<file path="config.mk">
export PLATFORM = sky130hd
export DESIGN_NAME = tick64_snap
export DESIGN_NICKNAME = d
export VERILOG_FILES = /design/src/rtl/tick64_pkg.sv /design/src/rtl/tick64_core.sv /design/src/rtl/tick64_tracker.sv /design/src/rtl/tick64_regif.sv /design/src/rtl/tick64_snap.sv
export SDC_FILE = /design/constraint.sdc
export NUM_CORES = 1
export LEC_CHECK = 0
export CORE_MARGIN = 1
export CORE_UTILIZATION = 50
export CTS_BUF_LIST = sky130_fd_sc_hd__clkbuf_16
export DETAILED_ROUTE_END_ITERATION = 16
export DONT_BUFFER_PORTS = 1
export HOLD_SLACK_MARGIN = 0.03
export SETUP_SLACK_MARGIN = 0.1
export SYNTH_ARGS = -nofsm -noshare
export SYNTH_HDL_FRONTEND = slang
export SYNTH_SLANG_ARGS = --single-unit
</file>
<file path="constraint.sdc">
create_clock -name clk -period 3.5 [get_ports clk]
set_clock_uncertainty 0.05 [all_clocks]
set_input_delay 0.7 -clock clk [delete_from_list [all_inputs] [get_ports clk]]
set_output_delay 0.7 -clock clk [all_outputs]
set_load 0.02 [all_outputs]
</file>
<file path="src/rtl/tick64_pkg.sv">
`timescale 1ns/1ps
package tick64_pkg;

  // read-sequence tracker states
  typedef enum logic [1:0] {
    TRK_IDLE = 2'd0,
    TRK_LOW  = 2'd1,
    TRK_DONE = 2'd2
  } trk_state_t;

  // decoded register target of an access
  typedef enum logic [1:0] {
    SEL_CTRL = 2'd0,
    SEL_LO   = 2'd1,
    SEL_HI   = 2'd2,
    SEL_NONE = 2'd3
  } reg_sel_t;

endpackage

</file>
<file path="src/rtl/tick64_core.sv">
`timescale 1ns/1ps
module tick64_core #(
  parameter int HALF_W = 32
) (
  input  logic              clk,
  input  logic              rst,
  input  logic              ctrl_wr,
  input  logic              ctrl_wbit,
  output logic              en_q,
  output logic [HALF_W-1:0] cnt_lo,
  output logic [HALF_W-1:0] cnt_hi,
  output logic              hi_inc
);
  localparam int NHALF = 2;
  localparam int CNT_W = NHALF * HALF_W;

  logic [NHALF-1:0] carry;

  always_ff @(posedge clk) begin
    if (rst)          en_q <= 1'b0;
    else if (ctrl_wr) en_q <= ctrl_wbit;
  end

  assign carry[0] = en_q;

  // one counter register per half, chained by a ripple carry
  for (genvar g = 0; g < NHALF; g++) begin : g_half
    logic [HALF_W-1:0] q_r;
    always_ff @(posedge clk) begin
      if (rst)           q_r <= '0;
      else if (carry[g]) q_r <= q_r + 1'b1;
    end
    if (g + 1 < NHALF) begin : g_chain
      assign carry[g+1] = carry[g] & (&q_r);
    end
  end

  assign cnt_lo = g_half[0].q_r;
  assign cnt_hi = g_half[1].q_r;
  assign hi_inc = carry[NHALF-1];

  logic [CNT_W-1:0] cnt_all;
  assign cnt_all = {cnt_hi, cnt_lo};


  incr_chk: assert property (@(posedge clk) disable iff (rst)
    en_q |=> cnt_all == $past(cnt_all) + 1'b1);


  hold_chk: assert property (@(posedge clk) disable iff (rst)
    !en_q |=> $stable(cnt_all));


  carry_chk: assert property (@(posedge clk) disable iff (rst)
    hi_inc |=> cnt_hi == $past(cnt_hi) + 1'b1);

endmodule

</file>
<file path="src/rtl/tick64_tracker.sv">
`timescale 1ns/1ps
module tick64_tracker
  import tick64_pkg::*;
(
  input  logic     clk,
  input  logic     rst,
  input  logic     rd_stb,
  input  reg_sel_t sel,
  input  logic     irq_taken,
  input  logic     hi_inc,
  output logic     status
);
  trk_state_t st_q;
  logic       disrupt_q;

  always_ff @(posedge clk) begin
    if (rst) begin
      st_q      <= TRK_IDLE;
      disrupt_q <= 1'b0;
    end else if (rd_stb) begin
      unique case (sel)
        SEL_LO: begin
          st_q      <= TRK_LOW;
          disrupt_q <= hi_inc;   // carry on the capture edge of low
        end
        SEL_HI: begin
          st_q <= (st_q == TRK_LOW) ? TRK_DONE : TRK_IDLE;
        end
        SEL_CTRL: begin
          if (st_q == TRK_LOW) st_q <= TRK_IDLE;
        end
        default: begin
          if (st_q == TRK_LOW) st_q <= TRK_IDLE;
        end
      endcase
    end else if (st_q == TRK_LOW) begin
      disrupt_q <= disrupt_q | irq_taken | hi_inc;
    end
  end

  assign status = (st_q == TRK_DONE) && !disrupt_q;


  done_entry_chk: assert property (@(posedge clk) disable iff (rst)
    (st_q == TRK_DONE && $past(st_q) != TRK_DONE) |-> $past(st_q) == TRK_LOW);


  irq_flag_chk: assert property (@(posedge clk) disable iff (rst)
    (st_q == TRK_LOW && !rd_stb && irq_taken) |=> disrupt_q);


  carry_flag_chk: assert property (@(posedge clk) disable iff (rst)
    (st_q == TRK_LOW && !rd_stb && hi_inc) |=> disrupt_q);


  carry_at_low_chk: assert property (@(posedge clk) disable iff (rst)
    (rd_stb && sel == SEL_LO && hi_inc) |=> (disrupt_q && st_q == TRK_LOW));

endmodule

</file>
<file path="src/rtl/tick64_regif.sv">
`timescale 1ns/1ps
module tick64_regif
  import tick64_pkg::*;
#(
  parameter int          ADDR_W    = 12,
  parameter int          HALF_W    = 32,
  parameter logic [31:0] BASE_ADDR = 32'h103
) (
  input  logic              clk,
  input  logic              rst,
  input  logic              acc_valid,
  input  logic              acc_write,
  input  logic [ADDR_W-1:0] acc_addr,
  input  logic [HALF_W-1:0] cnt_lo,
  input  logic [HALF_W-1:0] cnt_hi,
  input  logic              en_q,
  input  logic              status,
  output reg_sel_t          sel,
  output logic              rd_stb,
  output logic              ctrl_wr,
  output logic              rsp_valid,
  output logic [HALF_W-1:0] rsp_data
);
  localparam logic [ADDR_W-1:0] A_CTRL = ADDR_W'(BASE_ADDR);
  localparam logic [ADDR_W-1:0] A_LO   = ADDR_W'(BASE_ADDR + 1);
  localparam logic [ADDR_W-1:0] A_HI   = ADDR_W'(BASE_ADDR + 2);
  localparam int                STAT_B = HALF_W - 1;

  logic [HALF_W-1:0] ctrl_word;
  logic [HALF_W-1:0] rd_mux;

  always_comb begin
    if (acc_addr == A_CTRL)    sel = SEL_CTRL;
    else if (acc_addr == A_LO) sel = SEL_LO;
    else if (acc_addr == A_HI) sel = SEL_HI;
    else                       sel = SEL_NONE;
  end

  assign rd_stb  = acc_valid && !acc_write;
  assign ctrl_wr = acc_valid && acc_write && (sel == SEL_CTRL);

  always_comb begin
    ctrl_word         = '0;
    ctrl_word[0]      = en_q;
    ctrl_word[STAT_B] = status;
  end

  always_comb begin
    unique case (sel)
      SEL_CTRL: rd_mux = ctrl_word;
      SEL_LO:   rd_mux = cnt_lo;
      SEL_HI:   rd_mux = cnt_hi;
      default:  rd_mux = '0;
    endcase
  end

  always_ff @(posedge clk) begin
    if (rst) begin
      rsp_valid <= 1'b0;
      rsp_data  <= '0;
    end else begin
      rsp_valid <= rd_stb;
      rsp_data  <= rd_stb ? rd_mux : '0;
    end
  end


  rsp_origin_chk: assert property (@(posedge clk) disable iff (rst)
    rsp_valid |-> $past(acc_valid && !acc_write));


  ctrl_rsv_chk: assert property (@(posedge clk) disable iff (rst)
    (rsp_valid && $past(sel == SEL_CTRL)) |-> rsp_data[STAT_B-1:1] == '0);


  unmapped_chk: assert property (@(posedge clk) disable iff (rst)
    (rsp_valid && $past(sel == SEL_NONE)) |-> rsp_data == '0);

endmodule

</file>
<file path="src/rtl/tick64_snap.sv">
`timescale 1ns/1ps
module tick64_snap
  import tick64_pkg::*;
#(
  parameter int          ADDR_W    = 12,
  parameter int          HALF_W    = 32,
  parameter logic [31:0] BASE_ADDR = 32'h103
) (
  input  logic              clk,
  input  logic              rst,
  input  logic              acc_valid,
  input  logic              acc_write,
  input  logic [ADDR_W-1:0] acc_addr,
  input  logic [HALF_W-1:0] acc_wdata,
  input  logic              irq_taken,
  output logic              rsp_valid,
  output logic [HALF_W-1:0] rsp_data
);
  reg_sel_t          sel;
  logic              rd_stb;
  logic              ctrl_wr;
  logic              en_q;
  logic              hi_inc;
  logic              status;
  logic [HALF_W-1:0] cnt_lo;
  logic [HALF_W-1:0] cnt_hi;
  logic              wdata_unused;

  // only bit 0 of a control write carries meaning
  assign wdata_unused = ^acc_wdata[HALF_W-1:1];

  tick64_regif #(
    .ADDR_W   (ADDR_W),
    .HALF_W   (HALF_W),
    .BASE_ADDR(BASE_ADDR)
  ) u_regif (
    .clk      (clk),
    .rst      (rst),
    .acc_valid(acc_valid),
    .acc_write(acc_write),
    .acc_addr (acc_addr),
    .cnt_lo   (cnt_lo),
    .cnt_hi   (cnt_hi),
    .en_q     (en_q),
    .status   (status),
    .sel      (sel),
    .rd_stb   (rd_stb),
    .ctrl_wr  (ctrl_wr),
    .rsp_valid(rsp_valid),
    .rsp_data (rsp_data)
  );

  tick64_core #(
    .HALF_W(HALF_W)
  ) u_core (
    .clk      (clk),
    .rst      (rst),
    .ctrl_wr  (ctrl_wr),
    .ctrl_wbit(acc_wdata[0]),
    .en_q     (en_q),
    .cnt_lo   (cnt_lo),
    .cnt_hi   (cnt_hi),
    .hi_inc   (hi_inc)
  );

  tick64_tracker u_trk (
    .clk      (clk),
    .rst      (rst),
    .rd_stb   (rd_stb),
    .sel      (sel),
    .irq_taken(irq_taken),
    .hi_inc   (hi_inc),
    .status   (status)
  );


  lohi_write_chk: assert property (@(posedge clk) disable iff (rst)
    (acc_valid && acc_write && sel != SEL_CTRL && !en_q) |=> $stable({cnt_hi, cnt_lo}));

endmodule

</file>
Yosys cells after proc, flatten, opt, wreduce, memory -nomap -nowiden
Cells that the tools add are included.
{"block": "op_classes", "n_addsub": 2, "n_eq_ne": 8, "mux": 10, "bitwise": 4, "reduce_logical": 13}
{"cell": "one-hot mux 32 bit (3 select lines)", "n": 1}
{"cell": "adder 32 x 1 -> 32 bit, second input constant", "n": 2}
{"cell": "equality test 12 x 9 -> 1 bit, second input constant", "n": 3}
{"cell": "AND reduction 32 bit", "n": 1}
{"cell": "2-to-1 mux 2 bit", "n": 4}
{"cell": "equality test 2 x 1 -> 1 bit, second input constant", "n": 2}
{"cell": "equality test 2 bit, second input constant", "n": 2}
{"cell": "logical AND 1 bit", "n": 4}
{"cell": "2-to-1 mux 1 bit", "n": 4}
{"cell": "one-hot mux 2 bit (2 select lines)", "n": 1}
{"cell": "AND reduction 2 bit", "n": 2}
{"cell": "nonzero test 3 bit", "n": 1}
{"cell": "zero test 1 bit", "n": 2}
{"cell": "zero test 2 bit", "n": 1}
{"cell": "!= test 2 bit, second input constant", "n": 1}
{"cell": "bitwise OR 1 bit", "n": 2}
{"cell": "nonzero test 2 bit", "n": 1}
{"cell": "OR reduction 2 bit", "n": 1}
{"cell": "bitwise AND 1 bit", "n": 1}
{"cell": "NOT 1 bit", "n": 1}
{"block": "word_totals", "regBits": 101, "inputBits": 49, "out_inout_bits": 33, "wordCells": 44}

Depth between registers and ports, before layout
Gate-level depths: netlist of the first run.
{"block": "logic_depth", "depth_word": 7, "mapped_depth": 10, "ltp_nobuf": 9}

Cells and area by module
From an unflattened synthesis of the first run, not the netlist that was laid out.
{"block": "unflattened", "hier_cells": 512, "hier_area_um2": 4715.8}
{"module": "tick64_core", "instances": 1, "cells_per_inst": 365, "area_each_um2": 3012.9, "seq_area_each_um2": 1301.2}
{"module": "tick64_regif", "instances": 1, "cells_per_inst": 125, "area_each_um2": 1519.0, "seq_area_each_um2": 660.6}
{"module": "tick64_tracker", "instances": 1, "cells_per_inst": 22, "area_each_um2": 183.9, "seq_area_each_um2": 60.1}

Worst setup path after synthesis of the first run
No wires, ideal clock.
{"block": "synth_timing", "kind": "input to register", "startpoint": "input port acc_addr[10]", "endpoint": "register u_trk.st_q[0]", "setup_time_ns": 0.128, "t_arrival_ns": 2.658, "required_time_ns": 3.322, "slack_ns": 0.665, "path_stages": 9, "path_buffers": 1, "path_cell_list": "or4_1 > nor4_1 > and3_1 > inv_1 > ha_1 > clkbuf_1 > o31ai_1 > mux2i_1 > nor2_1"}
{"block": "synth_between", "elab_chain_cells": 7, "word_cells_on_any_way": 11, "classes_between": "eq/ne: 5; mux: 4; reduce/logical: 2"}
{"element": "start: declaration", "line_no": "tick64_snap.sv:13", "rtl": "input logic [ADDR_W-1:0] acc_addr,"}
{"element": "equality test 12 x 9 -> 1 bit", "line_no": "tick64_regif.sv:35", "rtl": "else if (acc_addr == A_HI) sel = SEL_HI;"}
{"element": "2-to-1 mux 1 bit", "line_no": "tick64_regif.sv:35"}
{"element": "2-to-1 mux 2 bit", "line_no": "tick64_regif.sv:34", "rtl": "else if (acc_addr == A_LO) sel = SEL_LO;"}
{"element": "2-to-1 mux 2 bit *", "line_no": "tick64_regif.sv:33", "rtl": "if (acc_addr == A_CTRL) sel = SEL_CTRL;"}
{"element": "equality test 2 x 1 -> 1 bit / equality test 2 bit (equally long branches)", "line_no": "tick64_tracker.sv:21", "rtl": "unique case (sel)"}
{"element": "nonzero test 3 bit (no source line)"}
{"element": "AND reduction 2 bit (no source line)"}
{"element": "end signal: assignment", "line_no": "tick64_tracker.sv:27", "rtl": "st_q <= (st_q == TRK_LOW) ? TRK_DONE : TRK_IDLE;"}
{"element": "end: declaration", "line_no": "tick64_tracker.sv:13", "rtl": "trk_state_t st_q;"}
Every way passes the cells marked *; elsewhere a longest branch is shown, timed or not.
A chain may end at the register's enable or synchronous reset.

Final worst setup path of the first run
{"block": "layout_timing", "startpoint": "register u_core.g_half[0].q_r[8] (netlist: u_core.cnt_lo[8])", "endpoint": "register u_core.g_half[1].q_r[7] (netlist: u_core.cnt_hi[7])"}
{"block": "layout_between", "elab_chain_cells": 2}
{"element": "start: declaration", "line_no": "tick64_core.sv:28", "rtl": "logic [HALF_W-1:0] q_r;"}
{"element": "start signal: assignment", "line_no": "tick64_core.sv:31", "rtl": "else if (carry[g]) q_r <= q_r + 1'b1;"}
{"element": "AND reduction 32 bit", "line_no": "tick64_core.sv:34", "rtl": "assign carry[g+1] = carry[g] & (&q_r);"}
{"element": "bitwise AND 1 bit", "line_no": "tick64_core.sv:34"}
{"element": "end signal: assignment", "line_no": "tick64_core.sv:31"}
{"element": "end: declaration", "line_no": "tick64_core.sv:28"}
No other way between the ends.

==> impl_metrics.ini, run 1 <==
[floorplanning]
fp-row-count = 33
initial_core_util = 0.527
fp.dieH_um = 95.7
coreArea_um2 = 8340
die_area_um2 = 9160
pin_count = 82
die_x_um = 95.7

[power]
power.total_mw = 2.08
power_density_nw_per_um2 = 438
ir_drop_v = 0.000361
p_leak_nw = 1.48

[grt]
antenna_found_initial = 0
overflow = 0
grtUsageTotal = 0.230
grt_pass1_vias = 3526
grt_pass1_wl_mm = 16.3
grt_max_degree = 73

[timing]
min_period_ns = 2.98
tns_ns = 0
fmax_mhz = 335
finalCritPeriodShare = 0.853
timing_hold_violations_final = 0
hold_slack_ns = 0.386
fin_ws_ns = 0.516
grt_setup_unrepaired = no
worstMarginPinSlew_ns = 0.696
slew_headroom = 0.532
setup_viol = 0
report.final.slew_viol_count = 0

[synthesis]
syn_nets = 562
synth-xor-area-share = 0.0618
synth_compound_area_frac = 0.146
synth_area_per_cell_um2 = 8.68
ys_seq_elements = 101
synth-simple-area-share = 0.265
synth-seq-area-share = 0.460
synth_fa_ha_area_frac = 0.0199
synthMuxAreaShare = 0.0117
synth_area_um2 = 4390
synth_top_family_by_area = simple AND/OR/NAND/NOR gates
yosysWarnings = 0
syn_inst = 506
ys_types = 32

[clocking]
cts_hold_buffers = 0
cts-resized-gates = 0
cts-buffers-inserted = 9
cts_tree = built
postCtsSetupRepairBufs = 0
cts-root-buf = clkbuf_16
clk_pin_slew_ns = 0.07
htree_num_levels = 3
clk-insertion-delay-late_ns = 0.34
clockBufferDepth = 2
cts_sinks = 101

[setup_path]
cp.required_ns = 3.71
crit_arrival_ns = 3.20
crit_fanout = 17
cp-start-kind = register
ff2ff_path_depth = 6
crit_type = register to register
end_kind = register

[finish]
seqCellArea_um2 = 2020
mostFrequentLayoutCells = 101 x dfxtp_1, 75 x nor2_1, 33 x a21oi_1
multi_input_area_um2 = 2220
final_common_cell = dfxtp_1
antenna_cells = 0
area_growth_pct = 8.29
final_nets = 551
fin_area_um2 = 4760
fill_cells = 818
drive_gt1_frac = 0.0560
final_core_util = 0.570
fin_cells = 605

[run]
max-cap-violations = 0

[routing]
vias = 3610
wl_mm = 9.58
first_iter_violations = 123
ant_nets = 0
drtPass1Iterations = 4
wl_per_cell_um = 15.8
avgViaCountPerCell = 5.97
drcViolationCount = 0

[min_path]
hold_depth = 1
hp-class = input port to register

[placed_design]
dp_hpwl_mm = 6.42
dp_cells = 589
place_area_um2 = 4470
port_buffers = 0
pre_cts_slack_ns = 0.557
place.gp.congestion = 0.837

[outcome]
status = complete, no violations
## critical path: stages (launching register included)
cell	delay, ns
dfxtp_1	0.45
nand4_1	0.22
nor4_4	0.69
nand4_1	0.59
buf_4	0.39
or3_1	0.35
a21oi_1	0.16
## cell usage after synthesis
| cell type | count | area [um2] |
|---|---|---|
| a21o_1 | 1 | 7.51 |
| a21oi_1 | 33 | 165 |
| a221oi_1 | 1 | 8.76 |
| a222oi_1 | 1 | 10.0 |
| a22oi_1 | 30 | 225 |
| and2_1 | 7 | 43.8 |
| and3_1 | 5 | 31.3 |
| and4_1 | 8 | 70.1 |
| buf_1 | 2 | 7.51 |
| clkbuf_1 | 29 | 109 |
| dfxtp_1 | 101 | 2020 |
| ha_1 | 7 | 87.6 |
| inv_1 | 10 | 37.5 |
| mux2_2 | 1 | 11.3 |
| mux2i_1 | 4 | 40.0 |
| nand2_1 | 25 | 93.8 |
| nand2b_1 | 1 | 6.26 |
| nand3_1 | 25 | 125 |
| nand4_1 | 27 | 169 |
| nor2_1 | 75 | 282 |
| nor2b_1 | 4 | 25.0 |
| nor3_1 | 4 | 20.0 |
| nor4_1 | 3 | 18.8 |
| nor4_4 | 1 | 21.3 |
| nor4bb_1 | 1 | 10.0 |
| o21ai_0 | 12 | 60.1 |
| o31ai_1 | 22 | 165 |
| or2_2 | 1 | 6.26 |
| or3_1 | 11 | 68.8 |
| or4_1 | 23 | 173 |
| xnor2_1 | 6 | 52.6 |
| xor2_1 | 25 | 219 |
## path summary, 6_finish.rpt
| path | start | endpoint | slack [ns] |
|---|---|---|---|
| hold / removal | rst | u_trk.st_q[1] | 0.39 |
| hold reg to reg | u_trk.st_q[1] | u_trk.st_q[1] | 0.42 |
| setup / recovery | u_core.cnt_lo[8] | u_core.cnt_hi[7] | 0.52 |
| setup reg to reg | u_core.cnt_lo[8] | u_core.cnt_hi[7] | 0.52 |
## final cells by class
class,instances,share of cell area
timing repair buffer,9,0.0142
tap,105,0.0276
multi-input combinational,364,0.466
clock inverter,7,0.0118
inverter,10,0.00789
clock buffer,9,0.0474
sequential,101,0.425
## power by group
group | switching (mW) | internal [mW] | total (mW)
combinational | 0.00240 | 0.00283 | 0.00523
clock | 0.438 | 0.489 | 0.927
sequential | 0.000741 | 1.15 | 1.15
## kinds of logic (layout without fill, tap and decap cells)
logic type | after synthesis | count (layout)
AO/OA/AOI/OAI | 100 | 100
XOR/XNOR | 31 | 31
adder cells (fa/ha/maj) | 7 | 7
buffers and inverters | 41 | 35
flip-flops | 101 | 101
multiplexers | 5 | 5
AND/OR/NAND/NOR | 221 | 221
## sequential cells by signal, indices dropped and copies added (netlist names)
register and cells:
u_trk.disrupt_q 1, u_trk.st_q 2, u_regif.rsp_valid 1, u_core.en_q 1, u_regif.rsp_data 32, u_core.cnt_hi 32
u_core.cnt_lo 32
## per-layer routing
metal	vias to the layer above	part of all wire	global-route usage
met4	0	0.018	0.0821
met2	76	0.47	0.395
met1	1710	0.48	0.285
li1	1813	-	-
met5	-	0	0
met3	11	0.032	0.0450
Power figures use the tool's default switching activity.
==> run 2, diff against run 1 <==
--- a/config.mk
+++ b/config.mk
@@ -7,7 +7,6 @@
 export LEC_CHECK = 0
 export CORE_MARGIN = 1
 export CORE_UTILIZATION = 50
-export CTS_BUF_LIST = sky130_fd_sc_hd__clkbuf_16
 export DETAILED_ROUTE_END_ITERATION = 16
 export DONT_BUFFER_PORTS = 1
 export HOLD_SLACK_MARGIN = 0.03
==> run 2 against run 1 <==
  * Die area stayed put
  * Count of clock-buffer cells in the layout is the same
  * Hold slack worse by 0.032 ns
  * First-iteration DRC count is 5.7% higher
  * Highest routed layer unchanged
  * Final cell count unchanged
  * Final area decreased by 2.1%
  * Setup slack better by 0.036 ns
  * Wire length down 0.26%
  * Sequential share of layout area increased by 0.93 points
  * Critical path depth unchanged
  * Critical endpoint unchanged
  * Via count is 0.89% higher
==> impl_metrics.ini, run 2 (synthesis gave the netlist of run 1 again) <==
[outcome]
status = complete, no violations

[clocking]
cts_sinks = 101
cts_tree = built
cts_hold_buffers = 0
postCtsSetupRepairBufs = 0
cts-resized-gates = 0
clk_pin_slew_ns = 0.10
cts-root-buf = clkbuf_8
clk-insertion-delay-late_ns = 0.36
clockBufferDepth = 2
cts-buffers-inserted = 9
htree_num_levels = 3

[grt]
met2_usage = 0.389
grt_use_met3 = 0.0521
grt_pass1_vias = 3486
antenna_found_initial = 0
grt_pass1_wl_mm = 16.2
grtUsageTotal = 0.229
grt_use_met1 = 0.287
busiest_layer = met2
overflow = 0
grt_max_degree = 73

[routing]
first_iter_violations = 130
drcViolationCount = 0
drtPass1Iterations = 4
vias = 3642
ant_nets = 0
avgViaCountPerCell = 6.02
wl_per_cell_um = 15.8
wl_mm = 9.55

[timing]
fmax_mhz = 339
finalCritPeriodShare = 0.842
report.final.slew_viol_count = 0
hold_slack_ns = 0.354
setup_viol = 0
fin_ws_ns = 0.552
grt_setup_unrepaired = no
slew_headroom = 0.541
tns_ns = 0
worstMarginPinSlew_ns = 0.684
timing_hold_violations_final = 0
min_period_ns = 2.95

[run]
max-cap-violations = 0

[floorplanning]
die_area_um2 = 9160
fp.dieH_um = 95.7
initial_core_util = 0.527
coreArea_um2 = 8340
fp-row-count = 33
pin_count = 82
die_x_um = 95.7

[finish]
area_growth_pct = 5.98
drive_gt1_frac = 0.0560
final_core_util = 0.558
final_common_cell = dfxtp_1
fin_cells = 605
final_nets = 551
mostFrequentLayoutCells = 101 x dfxtp_1, 75 x nor2_1, 33 x a21oi_1
fin_area_um2 = 4650
antenna_cells = 0

[placed_design]
dp_hpwl_mm = 6.42
port_buffers = 0
dp_cells = 589
place.gp.congestion = 0.837
pre_cts_slack_ns = 0.557
place_area_um2 = 4470

[min_path]
hold_depth = 1
hp-class = input port to register
whs_endpoint = u_trk.st_q[1]
hp-start = rst

[setup_path]
cp_slowest_cell = nor4_4
path_cells = nand4_1 > nor4_4 > nand4_1 > buf_4 > or3_1 > a21oi_1
ff2ff_path_depth = 6
rr_endpoint = u_core.cnt_hi[7]
cp-start-kind = register
critPathTopFamily = simple AND/OR/NAND/NOR gates
regToRegSetupSlack_ns = 0.55
cp.required_ns = 3.75
max_stage_delay_ns = 0.68
reg2reg_from = u_core.cnt_lo[8]
cp_num_buf_inv = 1
crit_type = register to register
path_common_cell = nand4_1
crit_arrival_ns = 3.20
crit_fanout = 17
end_kind = register

[power]
combPwrFrac = 0.003
swShare = 0.226
p_leak_nw = 1.43
p_switching_mw = 0.415
p_int_mw = 1.42
ir_drop_v = 0.000230
power_frac_seq = 0.628
power.total_mw = 1.83
power_density_nw_per_um2 = 393
clockPowerShare = 0.370
==> run 2: worst max-delay path by stage <==
stage | from | endpoint | slack (ns) | cells after the start
finish | u_core.cnt_lo[8] | u_core.cnt_hi[7] | 0.55 | 6
global route | u_core.cnt_lo[9] | u_core.cnt_hi[15] | 0.33 | 6
CTS | u_core.cnt_lo[9] | u_core.cnt_hi[7] | 0.57 | 6
detailed placement | acc_addr[10] | u_regif.rsp_data[28] | 0.56 | 8
global placement | acc_addr[10] | u_regif.rsp_data[19] | 0.63 | 8
floorplan | acc_addr[10] | u_trk.st_q[0] | 0.66 | 9
==> run 2: layout make-up <==
cell class / count / area (um2)
well taps: 105 / 131
fillers: 829 / 3690
multi-input cells: 364 / 2220
inverters: 10 / 37.5
clock inverters: 7 / 56.3
flip-flops and latches: 101 / 2020
clock buffers: 9 / 124
repair buffers: 9 / 67.6
==> run 2: routing by layer <==
layer,vias up,routed length (um)
met5,-,0
met4,0,200
met3,11,291
met2,81,4460
met1,1733,4600
li1,1817,-
==> run 2: power by group through the flow <==
| stage | logic (mW) | registers [mW] | clock network [mW] |
|---|---|---|---|
| after floorplan | 0.0152 | 1.18 | 0 |
| after global placement | 0.00512 | 1.18 | 0 |
| after detailed placement | 0.00533 | 1.18 | 0 |
| after CTS | 0.00532 | 1.15 | 0.709 |
| after global routing | 0.00622 | 1.15 | 0.741 |
| final | 0.00524 | 1.15 | 0.677 |
